==> src/rtl/irq_fe_pkg.sv <==
// Shared constants for the cascaded trigger front end.
// Assumes eight levels per controller and an 8-bit vector.
package irq_fe_pkg;
    localparam int LINES      = 8;
    localparam int LVL_W      = $clog2(LINES);
    localparam int VEC_W      = 8;
    localparam int BASE_W     = VEC_W - LVL_W;
    localparam int CASC_LEVEL = 2;
    localparam logic [LINES-1:0] PRI_LVL_ALLOW = 8'hF8;
    localparam logic [LINES-1:0] SEC_LVL_ALLOW = 8'hDE;
    typedef enum logic {SEL_PRI = 1'b0, SEL_SEC = 1'b1} ctl_sel_e;
endpackage

==> src/rtl/trig_lane_bank.sv <==
// One controller's worth of line sampling and trigger-mode decode.
// Holds the trigger-select register (masked by ALLOW on write), samples
// the lines twice, and emits set/clear strobes gated by ready.
// Assumes extra_set is itself a one-cycle event (edge semantics).
module trig_lane_bank #(
    parameter int N = 8,
    parameter logic [N-1:0] ALLOW = '1
) (
    input  logic         clk,
    input  logic         rst_n,
    input  logic [N-1:0] lines,
    input  logic         ready,
    input  logic         wr_en,
    input  logic [N-1:0] wr_data,
    input  logic [N-1:0] extra_set,
    output logic [N-1:0] ctl_q,
    output logic [N-1:0] set_o,
    output logic [N-1:0] clr_o
);
    logic [N-1:0] samp_now;
    logic [N-1:0] samp_old;

    // Trigger-select register: forced-edge bits never stored as level.
    always_ff @(posedge clk) begin
        if (!rst_n)     ctl_q <= '0;
        else if (wr_en) ctl_q <= wr_data & ALLOW;
    end

    // Two-stage sample of the lines for transition detection.
    always_ff @(posedge clk) begin
        if (!rst_n) begin
            samp_now <= '0;
            samp_old <= '0;
        end else begin
            samp_now <= lines;
            samp_old <= samp_now;
        end
    end

    for (genvar i = 0; i < N; i++) begin : g_lane
        logic hit;
        // Per-lane request event: level follows the sample, edge takes the rise.
        always_comb begin
            hit      = ctl_q[i] ? samp_now[i] : (samp_now[i] & ~samp_old[i]);
            set_o[i] = ready & (hit | extra_set[i]);
            clr_o[i] = ready & ctl_q[i] & samp_old[i] & ~samp_now[i];
        end
    end
endmodule

==> src/rtl/raise_once.sv <==
// Single-shot signaller: pulses once when pending, then holds off
// until an acknowledge re-arms it. Assumes pend is a steady level.
module raise_once (
    input  logic clk,
    input  logic rst_n,
    input  logic ready,
    input  logic pend,
    input  logic ack,
    output logic pulse
);
    logic raised;

    // Raised flag and its one-cycle announcement pulse.
    always_ff @(posedge clk) begin
        if (!rst_n) begin
            raised <= 1'b0;
            pulse  <= 1'b0;
        end else if (ready && pend && !raised) begin
            raised <= 1'b1;
            pulse  <= 1'b1;
        end else begin
            pulse <= 1'b0;
            if (ack) raised <= 1'b0;
        end
    end
endmodule

==> src/rtl/ack_route.sv <==
// Decodes an acknowledge vector into per-controller strobes and levels.
// A vector in the secondary's range also acknowledges the cascade level.
module ack_route
    import irq_fe_pkg::*;
(
    input  logic              ack_valid,
    input  logic [VEC_W-1:0]  vector,
    input  logic [BASE_W-1:0] sec_base,
    output logic              ack_m,
    output logic [LVL_W-1:0]  lvl_m,
    output logic              ack_s,
    output logic [LVL_W-1:0]  lvl_s
);
    logic from_sec;

    // Routing decode: secondary hit, cascade level substituted on primary.
    always_comb begin
        from_sec = (vector[VEC_W-1:LVL_W] == sec_base);
        ack_s    = ack_valid & from_sec;
        ack_m    = ack_valid;
        lvl_s    = vector[LVL_W-1:0];
        lvl_m    = from_sec ? LVL_W'(CASC_LEVEL) : vector[LVL_W-1:0];
    end
endmodule

==> src/rtl/irq_trigger_front.sv <==
// Top of the cascaded trigger front end: two lane banks, two single-shot
// signallers and the acknowledge decoder. The secondary's signal is fed
// into the primary's cascade level as an edge event.
module irq_trigger_front
    import irq_fe_pkg::*;
(
    input  logic              clk,
    input  logic              rst_n,
    input  logic [2*LINES-1:0] irq_lines,
    input  logic              ready_m,
    input  logic              ready_s,
    input  logic              ctl_sel,
    input  logic              ctl_wr,
    input  logic [LINES-1:0]  ctl_wdata,
    output logic [LINES-1:0]  ctl_rdata,
    input  logic              pend_m,
    input  logic              pend_s,
    input  logic              ack_valid,
    input  logic [VEC_W-1:0]  ack_vector,
    input  logic [BASE_W-1:0] slave_base,
    output logic [LINES-1:0]  req_set_m,
    output logic [LINES-1:0]  req_clr_m,
    output logic [LINES-1:0]  req_set_s,
    output logic [LINES-1:0]  req_clr_s,
    output logic              cascade_pulse,
    output logic              cpu_intr,
    output logic              ack_m,
    output logic [LVL_W-1:0]  ack_lvl_m,
    output logic              ack_s,
    output logic [LVL_W-1:0]  ack_lvl_s
);
    logic [LINES-1:0] ctl_m_q, ctl_s_q, casc_inject;
    logic             wr_m, wr_s;

    // Write steering and read-back of the selected register.
    always_comb begin
        wr_m        = ctl_wr & (ctl_sel == SEL_PRI);
        wr_s        = ctl_wr & (ctl_sel == SEL_SEC);
        ctl_rdata   = (ctl_sel == SEL_SEC) ? ctl_s_q : ctl_m_q;
        casc_inject = '0;
        casc_inject[CASC_LEVEL] = cascade_pulse;
    end

    trig_lane_bank #(.N(LINES), .ALLOW(PRI_LVL_ALLOW)) i_bank_m (
        .clk(clk), .rst_n(rst_n), .lines(irq_lines[LINES-1:0]), .ready(ready_m),
        .wr_en(wr_m), .wr_data(ctl_wdata), .extra_set(casc_inject),
        .ctl_q(ctl_m_q), .set_o(req_set_m), .clr_o(req_clr_m)
    );

    trig_lane_bank #(.N(LINES), .ALLOW(SEC_LVL_ALLOW)) i_bank_s (
        .clk(clk), .rst_n(rst_n), .lines(irq_lines[2*LINES-1:LINES]), .ready(ready_s),
        .wr_en(wr_s), .wr_data(ctl_wdata), .extra_set('0),
        .ctl_q(ctl_s_q), .set_o(req_set_s), .clr_o(req_clr_s)
    );

    raise_once i_raise_s (
        .clk(clk), .rst_n(rst_n), .ready(ready_s), .pend(pend_s),
        .ack(ack_s), .pulse(cascade_pulse)
    );

    raise_once i_raise_m (
        .clk(clk), .rst_n(rst_n), .ready(ready_m), .pend(pend_m),
        .ack(ack_m), .pulse(cpu_intr)
    );

    ack_route i_ack (
        .ack_valid(ack_valid), .vector(ack_vector), .sec_base(slave_base),
        .ack_m(ack_m), .lvl_m(ack_lvl_m), .ack_s(ack_s), .lvl_s(ack_lvl_s)
    );
endmodule

==> config.mk <==
export PLATFORM = sky130hd
export DESIGN_NAME = irq_trigger_front
export DESIGN_NICKNAME = d
export VERILOG_FILES = /design/src/rtl/irq_fe_pkg.sv /design/src/rtl/trig_lane_bank.sv /design/src/rtl/raise_once.sv /design/src/rtl/ack_route.sv /design/src/rtl/irq_trigger_front.sv
export SDC_FILE = /design/constraint.sdc
export NUM_CORES = 1
export LEC_CHECK = 0
export ABC_AREA = 1
export BUFFER_PORTS_ARGS = -buffer_cell sky130_fd_sc_hd__buf_4
export CORE_ASPECT_RATIO = 1.2
export CORE_MARGIN = 1.5
export CORE_UTILIZATION = 49
export CTS_BUF_LIST = sky130_fd_sc_hd__clkbuf_16
export DETAILED_ROUTE_END_ITERATION = 12
export PLACE_DENSITY = 0.84
export REMOVE_ABC_BUFFERS = 1
export SYNTH_ARGS = -nofsm -noshare
export SYNTH_HDL_FRONTEND = slang
export SYNTH_SLANG_ARGS = --single-unit
==> constraint.sdc <==
create_clock -name clk -period 1.55 [get_ports clk]
set_input_delay 0.31 -clock clk [delete_from_list [all_inputs] [get_ports clk]]
set_output_delay 0.31 -clock clk [all_outputs]
set_load 0.01 [all_outputs]
---- After elaboration in Yosys (flattened, before gate mapping) ----
Cells that the tools add are included.
storage, ports and cells
  bits in registers ....................... 47
  input bits .............................. 46
  output and inout bits ................... 50
operators by class
  equal/unequal tests ..................... 1
  multiplexer cells ....................... 19
  bitwise gates (word level) .............. 97
  reductions and logical operators ........ 8
operators with widths
  kind                 count
  $and A1 B1 Y1        68
  $not A1 Y1           28
  $mux W1              17
  $mux W8              1
  $eq A5 B5 Y1         1
  $logic_and A1 B1 Y1  4
  $reduce_bool A2 Y1   2
  $mux W3              1
  $logic_not A1 Y1     2
  $or A1 B1 Y1         1

---- Depth between registers and ports, before layout ----
  depth after elaboration ................. 4
  depth in mapped cells ................... 7
  mapped depth without buffers ............ 7

---- Cells and area by module ----
A second synthesis with hierarchy kept.
second synthesis, totals
  cells, all modules ...................... 351
  area, all modules ....................... 2230.9 sq um
by module, submodules not included
  module                     instances  cells an instance  area each (sq um)  seq. area each (sq um)
  trig_lane_bank (i_bank_s)  1          129                887.1              440.4
  trig_lane_bank (i_bank_m)  1          123                853.3              420.4
  ack_route                  1          48                 217.7              0.0
  raise_once                 2          10                 76.3               40.0
  irq_trigger_front          1          31                 120.1              0.0

---- Worst setup path after synthesis ----
No wires, ideal clock.
  path type ............................... input -> output
  from .................................... input port ack_vector[3]
  to ...................................... output port ack_lvl_m[1]
  data arrival time ....................... 0.834 ns
  slack ................................... 0.406 ns
  stages .................................. 7
  path through ............................ nand2_1 inv_1 nor2_2 nor2_2 nand3_2 inv_2 or2_1
between the ends
  cells in the longest elaborated chain, start to end .. 2
RTL lines
  item          RTL line                 text
  from (decl)   irq_trigger_front.sv:19  input logic [VEC_W-1:0] ack_vector,
  $eq A5 B5 Y1  ack_route.sv:18          from_sec = (vector[VEC_W-1:LVL_W] == sec_base);
  $mux W3       ack_route.sv:22          lvl_m = from_sec ? LVL_W'(CASC_LEVEL) : vector[LVL_W-1:0];
  to (decl)     irq_trigger_front.sv:28  output logic [LVL_W-1:0] ack_lvl_m,
No other way between the ends.

---- Final worst setup path ----
Same ends and word-level chain as after synthesis.

==> report_table.html <==
<table>
<tr><th>Metric</th><th>Value</th></tr>
<tr><th colspan="2">Clock network</th></tr>
<tr><td>TritonCTS clock tree</td><td>built</td></tr>
<tr><td>Post-CTS Repair Setup Buffers</td><td>0</td></tr>
<tr><td>Clock sinks</td><td>47</td></tr>
<tr><td>Library cell used as clock root buffer</td><td>sky130_fd_sc_hd__clkbuf_16</td></tr>
<tr><td>H-tree depth</td><td>2</td></tr>
<tr><td>Post-CTS Resized</td><td>0</td></tr>
<tr><td>Largest buffer count on any clock path</td><td>2</td></tr>
<tr><td>Total of hold buffers inserted after clock tree synthesis</td><td>0</td></tr>
<tr><td>TritonCTS Buffers</td><td>5</td></tr>
<tr><td>Clock transition at the register clock pins on the worst setup and hold paths after CTS</td><td>0.06 ns</td></tr>
<tr><td>Skew-Pair Late Insertion Delay</td><td>0.28 ns</td></tr>
<tr><th colspan="2">Die</th></tr>
<tr><td>Die Width</td><td>60.9 µm</td></tr>
<tr><td>Die span in y</td><td>72.4 µm</td></tr>
<tr><td>Top-Level Pins</td><td>96</td></tr>
<tr><td>Area of the core</td><td>3910 µm²</td></tr>
<tr><td>Die ar.</td><td>4410 µm²</td></tr>
<tr><td>Initial Utilization</td><td>0.503</td></tr>
<tr><td>Placement Rows</td><td>25</td></tr>
<tr><th colspan="2">Synth</th></tr>
<tr><td>Distinct cells, synth</td><td>18</td></tr>
<tr><td>Top-area cell type share of the netlist area</td><td>0.478</td></tr>
<tr><td>Portion of the post-synthesis area used by sequential elements</td><td>0.478</td></tr>
<tr><td>Most common cell in the synthesized netlist</td><td>sky130_fd_sc_hd__nand2_1</td></tr>
<tr><td>Most numerous cell types in the synthesized netlist</td><td>sky130_fd_sc_hd__nand2_1 (70), sky130_fd_sc_hd__inv_1 (61), sky130_fd_sc_hd__dfxtp_1 (47)</td></tr>
<tr><td>Average cell area after synthesis</td><td>7.00 µm²</td></tr>
<tr><td>Commonest register cell after synthesis</td><td>sky130_fd_sc_hd__dfxtp_1</td></tr>
<tr><td>Number of enable-type register cells in the synthesized netlist</td><td>0</td></tr>
<tr><td>Biggest area contributors in the synthesized netlist</td><td>sky130_fd_sc_hd__dfxtp_1 (48%), sky130_fd_sc_hd__nand2_1 (13%), sky130_fd_sc_hd__inv_1 (12%)</td></tr>
<tr><td>Number of synthesized register bits</td><td>47</td></tr>
<tr><td>Warning count from the yosys run</td><td>0</td></tr>
<tr><td>Fraction of synthesis flops using an asynchronous set or reset pin</td><td>0</td></tr>
<tr><td>Synthesized instance count</td><td>281</td></tr>
<tr><td>Largest area contributor in the netlist</td><td>sky130_fd_sc_hd__dfxtp_1</td></tr>
<tr><td>Mapped cell area</td><td>1970 µm²</td></tr>
<tr><th colspan="2">STA</th></tr>
<tr><td>Worst clock skew</td><td>0.000770 ns</td></tr>
<tr><td>Final count of hold timing violations</td><td>0</td></tr>
<tr><td>Number of setup violations in the final report</td><td>0</td></tr>
<tr><td>Fin crit period</td><td>1.42 ns</td></tr>
<tr><td>Fin worst setup slack</td><td>0.134 ns</td></tr>
<tr><td>RSZ-0062 raised after global routing</td><td>false</td></tr>
<tr><td>Maximum clock rate</td><td>706 MHz</td></tr>
<tr><td>Portion of the clock cycle consumed by the worst path in the final layout</td><td>0.913</td></tr>
<tr><td>Post-Route Setup TNS</td><td>0 ns</td></tr>
<tr><td>Max Transition Viols Final</td><td>0</td></tr>
<tr><th colspan="2">Power</th></tr>
<tr><td>Maximum ir drop on the vdd rail</td><td>788 µV</td></tr>
<tr><td>Power density of the placed cells</td><td>974 nW/µm²</td></tr>
<tr><td>Leakage power of the design</td><td>1.62 nW</td></tr>
<tr><th colspan="2">Drt</th></tr>
<tr><td>Initial DRT Pass Iterations</td><td>4</td></tr>
<tr><td>Via-to-Cell Ratio</td><td>4.50</td></tr>
<tr><td>Routed wire length</td><td>4160 µm</td></tr>
<tr><td>Number of nets with antenna violations after detailed routing</td><td>0</td></tr>
<tr><td>Final routed DRC violation total</td><td>0</td></tr>
<tr><td>Routed length per placed instance</td><td>9.96 µm</td></tr>
<tr><td>First DRT Iteration DRCs</td><td>23</td></tr>
<tr><td>Total vias in the final route</td><td>1881</td></tr>
<tr><th colspan="2">Status</th></tr>
<tr><td>Run status</td><td>finished, final reports clean</td></tr>
<tr><th colspan="2">Setup path</th></tr>
<tr><td>Crit path capture type</td><td>output port</td></tr>
<tr><td>Type of the worst setup path</td><td>input pin to output port</td></tr>
<tr><td>Critical path peak fanout</td><td>3</td></tr>
<tr><td>Number of cells traversed by the worst register-to-register path</td><td>2</td></tr>
<tr><td>Capture instance of the worst register-to-register path</td><td>i_raise_m.raised$_SDFFE_PN0P_</td></tr>
<tr><td>CP startpoint kind</td><td>input pin</td></tr>
<tr><td>CP arrival</td><td>1.11 ns</td></tr>
<tr><td>CP endpoint</td><td>ack_lvl_m[1]</td></tr>
<tr><td>Critical path startpoint</td><td>ack_vector[3]</td></tr>
<tr><td>Critical Path RT</td><td>1.24 ns</td></tr>
<tr><td>Slack of the worst reg-to-reg path</td><td>0.89 ns</td></tr>
<tr><td>RR Startpoint</td><td>i_raise_m.raised$_SDFFE_PN0P_</td></tr>
<tr><th colspan="2">Finish</th></tr>
<tr><td>Number of antenna repair diodes</td><td>0</td></tr>
<tr><td>Net count of the finished layout</td><td>409</td></tr>
<tr><td>Final core utilization</td><td>0.700</td></tr>
<tr><td>Area growth from synthesis to layout</td><td>39.0%</td></tr>
<tr><td>Share of layout cells above drive strength 1</td><td>0.283</td></tr>
<tr><td>Fin area</td><td>2740 µm²</td></tr>
<tr><th colspan="2">Worst hold path</th></tr>
<tr><td>Hold Path Stages</td><td>3</td></tr>
<tr><td>HP Start</td><td>irq_lines[7]</td></tr>
<tr><td>Path category of the worst min-delay check</td><td>input pin to flop</td></tr>
<tr><th colspan="2">Global route</th></tr>
<tr><td>Global-route wire length before repair</td><td>6480 µm</td></tr>
<tr><td>Global-route usage over all layers</td><td>0.195</td></tr>
<tr><td>Pin count of the biggest net entering global routing</td><td>44</td></tr>
<tr><td>Initial antenna violation count</td><td>0</td></tr>
<tr><td>Via count of the first global-routing pass</td><td>1669</td></tr>
<tr><td>Global route total overflow</td><td>0</td></tr>
<tr><th colspan="2">Place</th></tr>
<tr><td>Count of buffers inserted at the top-level ports</td><td>88</td></tr>
<tr><td>Post-DP HPWL</td><td>3200 µm</td></tr>
<tr><td>Global placer's final weighted congestion</td><td>0.810</td></tr>
<tr><td>Placement-stage cell area</td><td>2590 µm²</td></tr>
<tr><td>Minimum setup slack after placement</td><td>0.132 ns</td></tr>
<tr><th colspan="2">Flow run</th></tr>
<tr><td>Number of maximum-capacitance violations</td><td>0</td></tr>
</table>
## final cells by class
type                       instances  area (µm²)
tap                               54        67.6
fill                             369        1170
clock buffer                       5         125
inverter                          63         236
clock inverter                     3        15.0
timing repair buffer              89         668
sequential                        47         941
multi-input combinational        157         682
## logic make-up (layout without fill, tap and decap cells)
logic type             count (synthesis)  after routing  synth area share
AND/OR/NAND/NOR                      111            111             0.230
buffers and inverters                 82            160             0.185
flip-flops                            47             47             0.478
AO/OA/AOI/OAI                         39             39             0.100
other                                  1              6           0.00191
XOR/XNOR                               1              1           0.00445
## registers in the layout, summed over array words and instances, names as in the netlist
name	flops
i_bank_m.ctl_q	5
i_bank_s.ctl_q	6
i_bank_m.samp_now	8
i_bank_m.samp_old	8
i_bank_s.samp_old	8
i_bank_s.samp_now	8
i_raise_s.pulse	1
i_raise_m.pulse	1
i_raise_s.raised	1
i_raise_m.raised	1
## cell usage in the layout (no fill, tap or decap)
cell,instances
sky130_fd_sc_hd__buf_4,89
sky130_fd_sc_hd__nand2_1,70
sky130_fd_sc_hd__inv_1,61
sky130_fd_sc_hd__dfxtp_1,47
sky130_fd_sc_hd__nor2_1,23
sky130_fd_sc_hd__a21oi_1,23
sky130_fd_sc_hd__o21ai_0,15
sky130_fd_sc_hd__nand3_1,11
sky130_fd_sc_hd__conb_1,6
sky130_fd_sc_hd__clkbuf_16,5
sky130_fd_sc_hd__nor2_2,3
sky130_fd_sc_hd__clkinv_2,3
sky130_fd_sc_hd__inv_2,2
sky130_fd_sc_hd__xnor2_1,1
sky130_fd_sc_hd__nand3_2,1
sky130_fd_sc_hd__or2_1,1
sky130_fd_sc_hd__nand4_1,1
sky130_fd_sc_hd__o21a_1,1
sky130_fd_sc_hd__nand3b_1,1
## worst min path at each step
| stage | to | slack (ns) |
|---|---|---|
| after floorplan | i_bank_m.samp_now[0]$_SDFF_PN0_ | 0.40 |
| after detailed placement | i_bank_m.samp_old[1]$_SDFF_PN0_ | 0.42 |
| after CTS | i_bank_m.samp_now[3]$_SDFF_PN0_ | 0.21 |
| after global placement | i_bank_s.samp_old[5]$_SDFF_PN0_ | 0.41 |
| final | i_bank_m.samp_now[7]$_SDFF_PN0_ | 0.21 |
| after global routing | i_bank_m.samp_now[3]$_SDFF_PN0_ | 0.21 |
## power by group
part	leakage [nW]	switching (mW)	internal, mW
clock	0.0733	0.415	0.588
combinational	1.15	0.178	0.176
sequential	0.389	0.0341	1.27
## through the flow
step | hold slack, ns | power [mW] | instances
floorplan | 0.403 | 1.47 | 267
global placement | 0.412 | 1.68 | 410
detailed placement | 0.416 | 1.69 | 410
CTS | 0.206 | 2.69 | 418
global route | 0.206 | 2.80 | 418
finish | 0.208 | 2.66 | 418
## per-layer routing
metal / up-vias / GRT usage / routed length [µm]
met4: 0 / 0.0507 / 0
li1: 978 / - / -
met5: - / 0 / 0
met2: 68 / 0.380 / 2220
met1: 835 / 0.182 / 1550
met3: 0 / 0.0713 / 400
## worst max-delay path, stage by stage
cell                      delay [ns]
sky130_fd_sc_hd__buf_4          0.12
sky130_fd_sc_hd__nand2_1        0.06
sky130_fd_sc_hd__inv_1          0.04
sky130_fd_sc_hd__nor2_2         0.08
sky130_fd_sc_hd__nor2_2         0.05
sky130_fd_sc_hd__nand3_2        0.06
sky130_fd_sc_hd__inv_2          0.04
sky130_fd_sc_hd__or2_1          0.21
sky130_fd_sc_hd__buf_4          0.14
Note: power is estimated with default switching activity, not from simulation.
